<file path="config.mk">
export PLATFORM = sky130hd
export DESIGN_NAME = adaptive_tick_timer
export DESIGN_NICKNAME = d
export VERILOG_FILES = /design/src/rtl/adt_pkg.sv /design/src/rtl/adt_prescaler.sv /design/src/rtl/adt_rate_select.sv /design/src/rtl/adt_downcount.sv /design/src/rtl/adaptive_tick_timer.sv
export SDC_FILE = /design/constraint.sdc
export NUM_CORES = 1
export LEC_CHECK = 0
export BUFFER_PORTS_ARGS = -buffer_cell sky130_fd_sc_hd__buf_2
export CORE_UTILIZATION = 45
export CTS_BUF_LIST = sky130_fd_sc_hd__clkbuf_2
export DETAILED_ROUTE_END_ITERATION = 12
export PLACE_DENSITY = 0.72
export SLEW_MARGIN = 30
export SYNTH_ARGS = -nofsm -noshare
export SYNTH_HDL_FRONTEND = slang
export SYNTH_SLANG_ARGS = --single-unit
</file>
<file path="constraint.sdc">
create_clock -name clk -period 2.2 [get_ports clk]
set_input_delay 0.44 -clock clk [delete_from_list [all_inputs] [get_ports clk]]
set_output_delay 0.44 -clock clk [all_outputs]
set_load 0.03 [all_outputs]
</file>
<file path="src/rtl/adt_pkg.sv">
`timescale 1ns/1ps
package adt_pkg;
  // counts for a period given in microseconds, with 2**shift counts per us
  function automatic int unsigned us_to_counts(int unsigned us, int unsigned shift);
    return us << shift;
  endfunction
endpackage

</file>
<file path="src/rtl/adt_prescaler.sv">
`timescale 1ns/1ps
module adt_prescaler #(
  parameter int unsigned DIV = 2
) (
  input  logic clk,
  input  logic rst,
  input  logic clr_i,
  output logic step_o
);
  localparam int unsigned W = (DIV > 1) ? $clog2(DIV) : 1;

  logic [W-1:0] pre_q;

  assign step_o = (pre_q == W'(DIV - 1));

  always_ff @(posedge clk) begin
    if (rst || clr_i || step_o) pre_q <= '0;
    else                        pre_q <= pre_q + W'(1);
  end

  generate
    if (DIV > 1) begin : g_spacing
      AST_STEP_SPACING: assert property (@(posedge clk) disable iff (rst)
        step_o |=> !step_o);
    end
  endgenerate
endmodule

</file>
<file path="src/rtl/adt_rate_select.sv">
`timescale 1ns/1ps
module adt_rate_select #(
  parameter int unsigned N     = 2,
  parameter int unsigned CNT_W = 16,
  parameter int unsigned SHIFT = 3,
  parameter int unsigned PERIOD_US [N] = '{default: 100}
) (
  input  logic [N-1:0]     busy_i,
  output logic [CNT_W-1:0] div_o,
  output logic             any_o
);
  logic [CNT_W-1:0] div_tab [N];

  generate
    for (genvar gi = 0; gi < N; gi++) begin : g_div
      assign div_tab[gi] = CNT_W'(adt_pkg::us_to_counts(PERIOD_US[gi], SHIFT));
    end
  endgenerate

  // all ones stands for "nobody busy"
  always_comb begin
    div_o = '1;
    for (int i = 0; i < N; i++) begin
      if (busy_i[i] && (div_tab[i] < div_o)) div_o = div_tab[i];
    end
  end

  assign any_o = |busy_i;
endmodule

</file>
<file path="src/rtl/adt_downcount.sv">
`timescale 1ns/1ps
module adt_downcount #(
  parameter int unsigned CNT_W = 16,
  parameter int unsigned INIT  = 3000
) (
  input  logic             clk,
  input  logic             rst,
  input  logic             step_i,
  input  logic             force_one_i,
  input  logic [CNT_W-1:0] reload_i,
  output logic             expire_o
);
  logic [CNT_W-1:0] cnt_q;

  assign expire_o = step_i && (cnt_q == CNT_W'(1));

  always_ff @(posedge clk) begin
    if (rst)              cnt_q <= CNT_W'(INIT);
    else if (force_one_i) cnt_q <= CNT_W'(1);
    else if (expire_o)    cnt_q <= reload_i;
    else if (step_i)      cnt_q <= cnt_q - CNT_W'(1);
  end

  AST_NO_UNDERFLOW: assert property (@(posedge clk) disable iff (rst)
    cnt_q != '0);
endmodule

</file>
<file path="src/rtl/adaptive_tick_timer.sv">
`timescale 1ns/1ps
module adaptive_tick_timer #(
  parameter int unsigned NUM_CLIENTS = 2,
  parameter int unsigned CNT_W       = 16,
  parameter int unsigned TCNT_W      = 16,
  parameter int unsigned PRESC_DIV   = 2,
  parameter int unsigned US_SHIFT    = 3,
  parameter int unsigned INIT_COUNT  = 3000,
  parameter int unsigned PERIOD_US [NUM_CLIENTS] = '{100, 20}
) (
  input  logic                   clk,
  input  logic                   rst,
  input  logic [NUM_CLIENTS-1:0] busy_i,
  input  logic                   kick_i,
  input  logic                   ack_i,
  output logic                   tick_o,
  output logic                   masked_o,
  output logic                   pend_o,
  output logic [TCNT_W-1:0]      tick_cnt_o
);
  logic             step, expire, serviced, any_busy;
  logic             masked_q, pend_q, tick_q;
  logic [CNT_W-1:0] best_div, reload_q, reload_nxt;
  logic [TCNT_W-1:0] tcnt_q;

  adt_prescaler #(.DIV(PRESC_DIV)) u_presc (
    .clk(clk), .rst(rst), .clr_i(kick_i), .step_o(step)
  );

  adt_rate_select #(
    .N(NUM_CLIENTS), .CNT_W(CNT_W), .SHIFT(US_SHIFT), .PERIOD_US(PERIOD_US)
  ) u_rate (
    .busy_i(busy_i), .div_o(best_div), .any_o(any_busy)
  );

  adt_downcount #(.CNT_W(CNT_W), .INIT(INIT_COUNT)) u_cnt (
    .clk(clk), .rst(rst), .step_i(step), .force_one_i(kick_i),
    .reload_i(reload_nxt), .expire_o(expire)
  );

  assign serviced   = expire && !masked_q;
  assign reload_nxt = (serviced && any_busy) ? best_div : reload_q;

  always_ff @(posedge clk) begin
    if (rst) begin
      masked_q <= 1'b1;
      pend_q   <= 1'b0;
      tick_q   <= 1'b0;
      tcnt_q   <= '0;
      reload_q <= CNT_W'(INIT_COUNT);
    end else begin
      tick_q <= serviced;
      if (serviced) tcnt_q <= tcnt_q + TCNT_W'(1);
      if (serviced && any_busy) reload_q <= best_div;
      // kick outranks the idle mask decision
      if (kick_i)                     masked_q <= 1'b0;
      else if (serviced && !any_busy) masked_q <= 1'b1;
      if (expire && masked_q)         pend_q <= 1'b1;
      else if (serviced || ack_i)     pend_q <= 1'b0;
    end
  end

  assign tick_o     = tick_q;
  assign masked_o   = masked_q;
  assign pend_o     = pend_q;
  assign tick_cnt_o = tcnt_q;

  AST_MASKED_NO_TICK: assert property (@(posedge clk) disable iff (rst)
    (masked_q && !kick_i) |=> !tick_o);
  AST_KICK_UNMASK: assert property (@(posedge clk) disable iff (rst)
    kick_i |=> !masked_o);
  AST_TICK_COUNT: assert property (@(posedge clk) disable iff (rst)
    tick_o |-> (tick_cnt_o == $past(tick_cnt_o) + TCNT_W'(1)));
  AST_CNT_HOLD: assert property (@(posedge clk) disable iff (rst)
    !tick_o |-> $stable(tick_cnt_o));
  AST_TICK_CLEARS_PEND: assert property (@(posedge clk) disable iff (rst)
    tick_o |-> !pend_o);
  AST_IDLE_KEEPS_RELOAD: assert property (@(posedge clk) disable iff (rst)
    (serviced && !any_busy) |=> $stable(reload_q));
endmodule

</file>
==> run_results.csv <==
group,metric,value,unit
setup_path,path_max_fanout,8,
final_layout,diodes,0,
floorplanning,die_w,77.4,µm
place,dpl_cell_area,2840,µm²
floorplanning,pin_count,25,
setup_path,endpoint,"reload_q[7]$_SDFF_PP1_",
clock_tree,clk_latency,0.44,ns
setup_path,r2r_cells,6,
sta,worst_slack,0.0482,ns
sta,period_share,97.8,%
global_route,use_met1,27.4,%
sta,fmax,465,MHz
drt,routed_wl,5890,µm
global_route,met3_usage,3.29,%
final_layout,syn2layout_area_growth,15.2,%
global_route,antenna_found_initial,0,
pwr,pwr_density_cell,518,nW/µm²
logic_synthesis,ys_warn_count,0,
setup_path,cp_cell_sequence,"or4b_4 > or3_4 > buf_6 > nor3_4 > nand2_2 > a221o_1",
pwr,finalPower,1.52,mW
global_route,busiest_layer,"met2",
setup_path,path_class,"flip-flop to flip-flop",
logic_synthesis,synth_cell_type_count,62,
logic_synthesis,syn-cell-area,2550,µm²
sta,skew,0.0327,ns
global_route,grt_pass1_wl,9900,µm
logic_synthesis,syn_area_per_cell,8.87,µm²
setup_path,cp_slowest_cell,"or4b_4",
clock_tree,clockBufferDepth,2,
global_route,use_met2,34.8,%
setup_path,crit_buf_inv,1,
worst_hold_path,hold_start,"ack_i",
logic_synthesis,synth_edf_count,0,
worst_hold_path,hold_path_class,"input port to flip-flop",
sta,hold_viol_final,0,
setup_path,path_delay_family,"simple AND/OR/NAND/NOR gates",
setup_path,reg2reg_to,"reload_q[7]$_SDFF_PP1_",
worst_hold_path,whs_path_depth,3,
setup_path,critPathRequiredTime,2.56,ns
clock_tree,hold_buffers,0,
global_route,grt-ovfl-total,0,
setup_path,cp-start-kind,"flip-flop",
setup_path,regToRegStartpoint,"u_cnt.cnt_q[10]$_SDFFE_PP0P_",
logic_synthesis,syn_nets,297,
drt,dr.pass1.iters,5,
sta,rsz0062_at_grt,"yes",
logic_synthesis,ys_ff_latch,52,
logic_synthesis,synthCells,288,
logic_synthesis,yosysMostFrequentCell,"dfxtp_1",
logic_synthesis,async_flop_share,0,%
floorplanning,dieHeight,77.4,µm
place,place_inst,388,
setup_path,cp-end-kind,"flip-flop",
clock_tree,htreeDepth,2,
place,dpl_worst_slack,0.0911,ns
final_layout,stdcell_count,399,
drt,viasPerCell,5.73,
logic_synthesis,yosysTopAreaCell,"dfxtp_1",
run,cap_violations,0,
global_route,grt_max_degree,27,
global_route,grt_usage,20.8,%
place,place.gp.congestion,0.899,
setup_path,critPathLaunch,"u_cnt.cnt_q[10]$_SDFFE_PP0P_",
sta,setup_violations,0,
drt,dr_total_vias,2285,
floorplanning,start_util,46.7,%
logic_synthesis,synth_commonest_cells,"dfxtp_1, nor2_1, nand2_1, a21oi_1, xnor2_1",
place,port-buffer-count,24,
pwr,ir_drop,319,µV
drt,drtIter0Drc,131,
clock_tree,clkSinkCount,52,
final_layout,finalCoreUtilization,53.8,%
sta,drv_slew,0,
sta,tightest_slew,0.677,ns
floorplanning,rows,27,
logic_synthesis,synth_ff_type,"dfxtp_1",
sta,timing.hold.ws,0.229,ns
clock_tree,cts.clk_slew.worst_paths,0.25,ns
setup_path,crit_arrival,2.52,ns
logic_synthesis,ys_seq_area_share,40.7,%
floorplanning,coreArea,5470,µm²
logic_synthesis,synth_area_leaders,"dfxtp_1, xnor2_1, a21oi_1",
sta,tns,0,ns
global_route,grt_pass1_vias,2119,
drt,drtAntennaViolNets,0,
logic_synthesis,synth_top_area_share,40.7,%
final_layout,finalNetCount,336,
drt,drc,0,
setup_path,cp.depth,6,
setup_path,cpPeakStageDelay,0.58,ns
pwr,leakagePower,1.12,nW
setup_path,regToRegSetupSlack,0.05,ns
final_layout,final_area,2940,µm²
clock_tree,cts_buffers,5,
status,status,"finished, final reports clean",
clock_tree,root_buffer,"clkbuf_2",
place,dp_hpwl,4240,µm
final_layout,drive_gt1_share,24.5,%
floorplanning,fp.dieArea,5980,µm²
sta,timing.final.crit_period,2.15,ns
drt,wl_per_cell,14.8,µm
clock_tree,cts_tree,"built",
sta,slew_headroom,54.9,%
cell type report:
| cell class | instances | area, µm² |
|---|---|---|
| fill | 522 | 2530 |
| tap | 72 | 90.1 |
| timing repair buffer | 47 | 304 |
| sequential | 52 | 1050 |
| clock inverter | 2 | 12.5 |
| multi-input combinational | 213 | 1430 |
| clock buffer | 5 | 25.0 |
| inverter | 8 | 30.0 |
registers in the layout (all words and copies together) (netlist names):
register / flops
tick_o: 1
reload_q: 16
masked_o: 1
pend_o: 1
u_presc.step_o: 1
u_cnt.cnt_q: 16
tick_cnt_o: 16
placed cells by master (no fill, tap or decap), types with 6 or more instances in the layout:
cell / count
nor3_1: 11
a21oi_1: 20
nand3_1: 8
buf_4: 20
buf_2: 24
nor2_1: 25
xnor2_1: 12
or3_1: 6
a31oi_1: 6
dfxtp_1: 47
o21ai_0: 10
nand2_1: 22
inv_1: 8
and2_1: 9
worst min-delay path by stage:
stage | endpoint
finish | pend_o$_SDFFE_PP0P_
global route | pend_o$_SDFFE_PP0P_
CTS | pend_o$_SDFFE_PP0P_
detailed placement | reload_q[4]$_SDFF_PP1_
global placement | reload_q[4]$_SDFF_PP1_
floorplan | reload_q[5]$_SDFF_PP1_
logic make-up (layout without fill, tap and decap cells):
kind of cell,Yosys count,after routing,share of synthesized area (%)
compound gates,66,66,17.3
simple gates,129,129,31.3
mux,2,2,0.784
xor+xnor,13,13,4.46
buf+inv,23,62,3.97
flops,52,52,40.7
fa+ha+maj,3,3,1.47
routing by layer:
| layer | wire length [µm] | vias to the layer above |
|---|---|---|
| met3 | 289 | 5 |
| met2 | 2800 | 61 |
| met5 | 0 | - |
| met4 | 58 | 0 |
| li1 | - | 1132 |
| met1 | 2750 | 1087 |
worst min-delay path, delay by kind of cell:
| kind | cells | cell delay [ns] |
|---|---|---|
| simple gates | 1 | 0.09 |
| buf+inv | 1 | 0.07 |
| compound gates | 1 | 0.06 |
what timing repair did:
| item | in CTS | in global routing |
|---|---|---|
| setup endpoints to repair | 0 | 20 |
| resized for setup | 0 | 9 |
| setup buffers | 0 | 4 |
power by group:
| part | internal [mW] | leakage (nW) | switching (mW) |
|---|---|---|---|
| logic | 0.0731 | 0.669 | 0.103 |
| clock network | 0.0699 | 0.0248 | 0.293 |
| registers | 0.963 | 0.425 | 0.0226 |
Note: power is estimated with default switching activity, not from simulation.
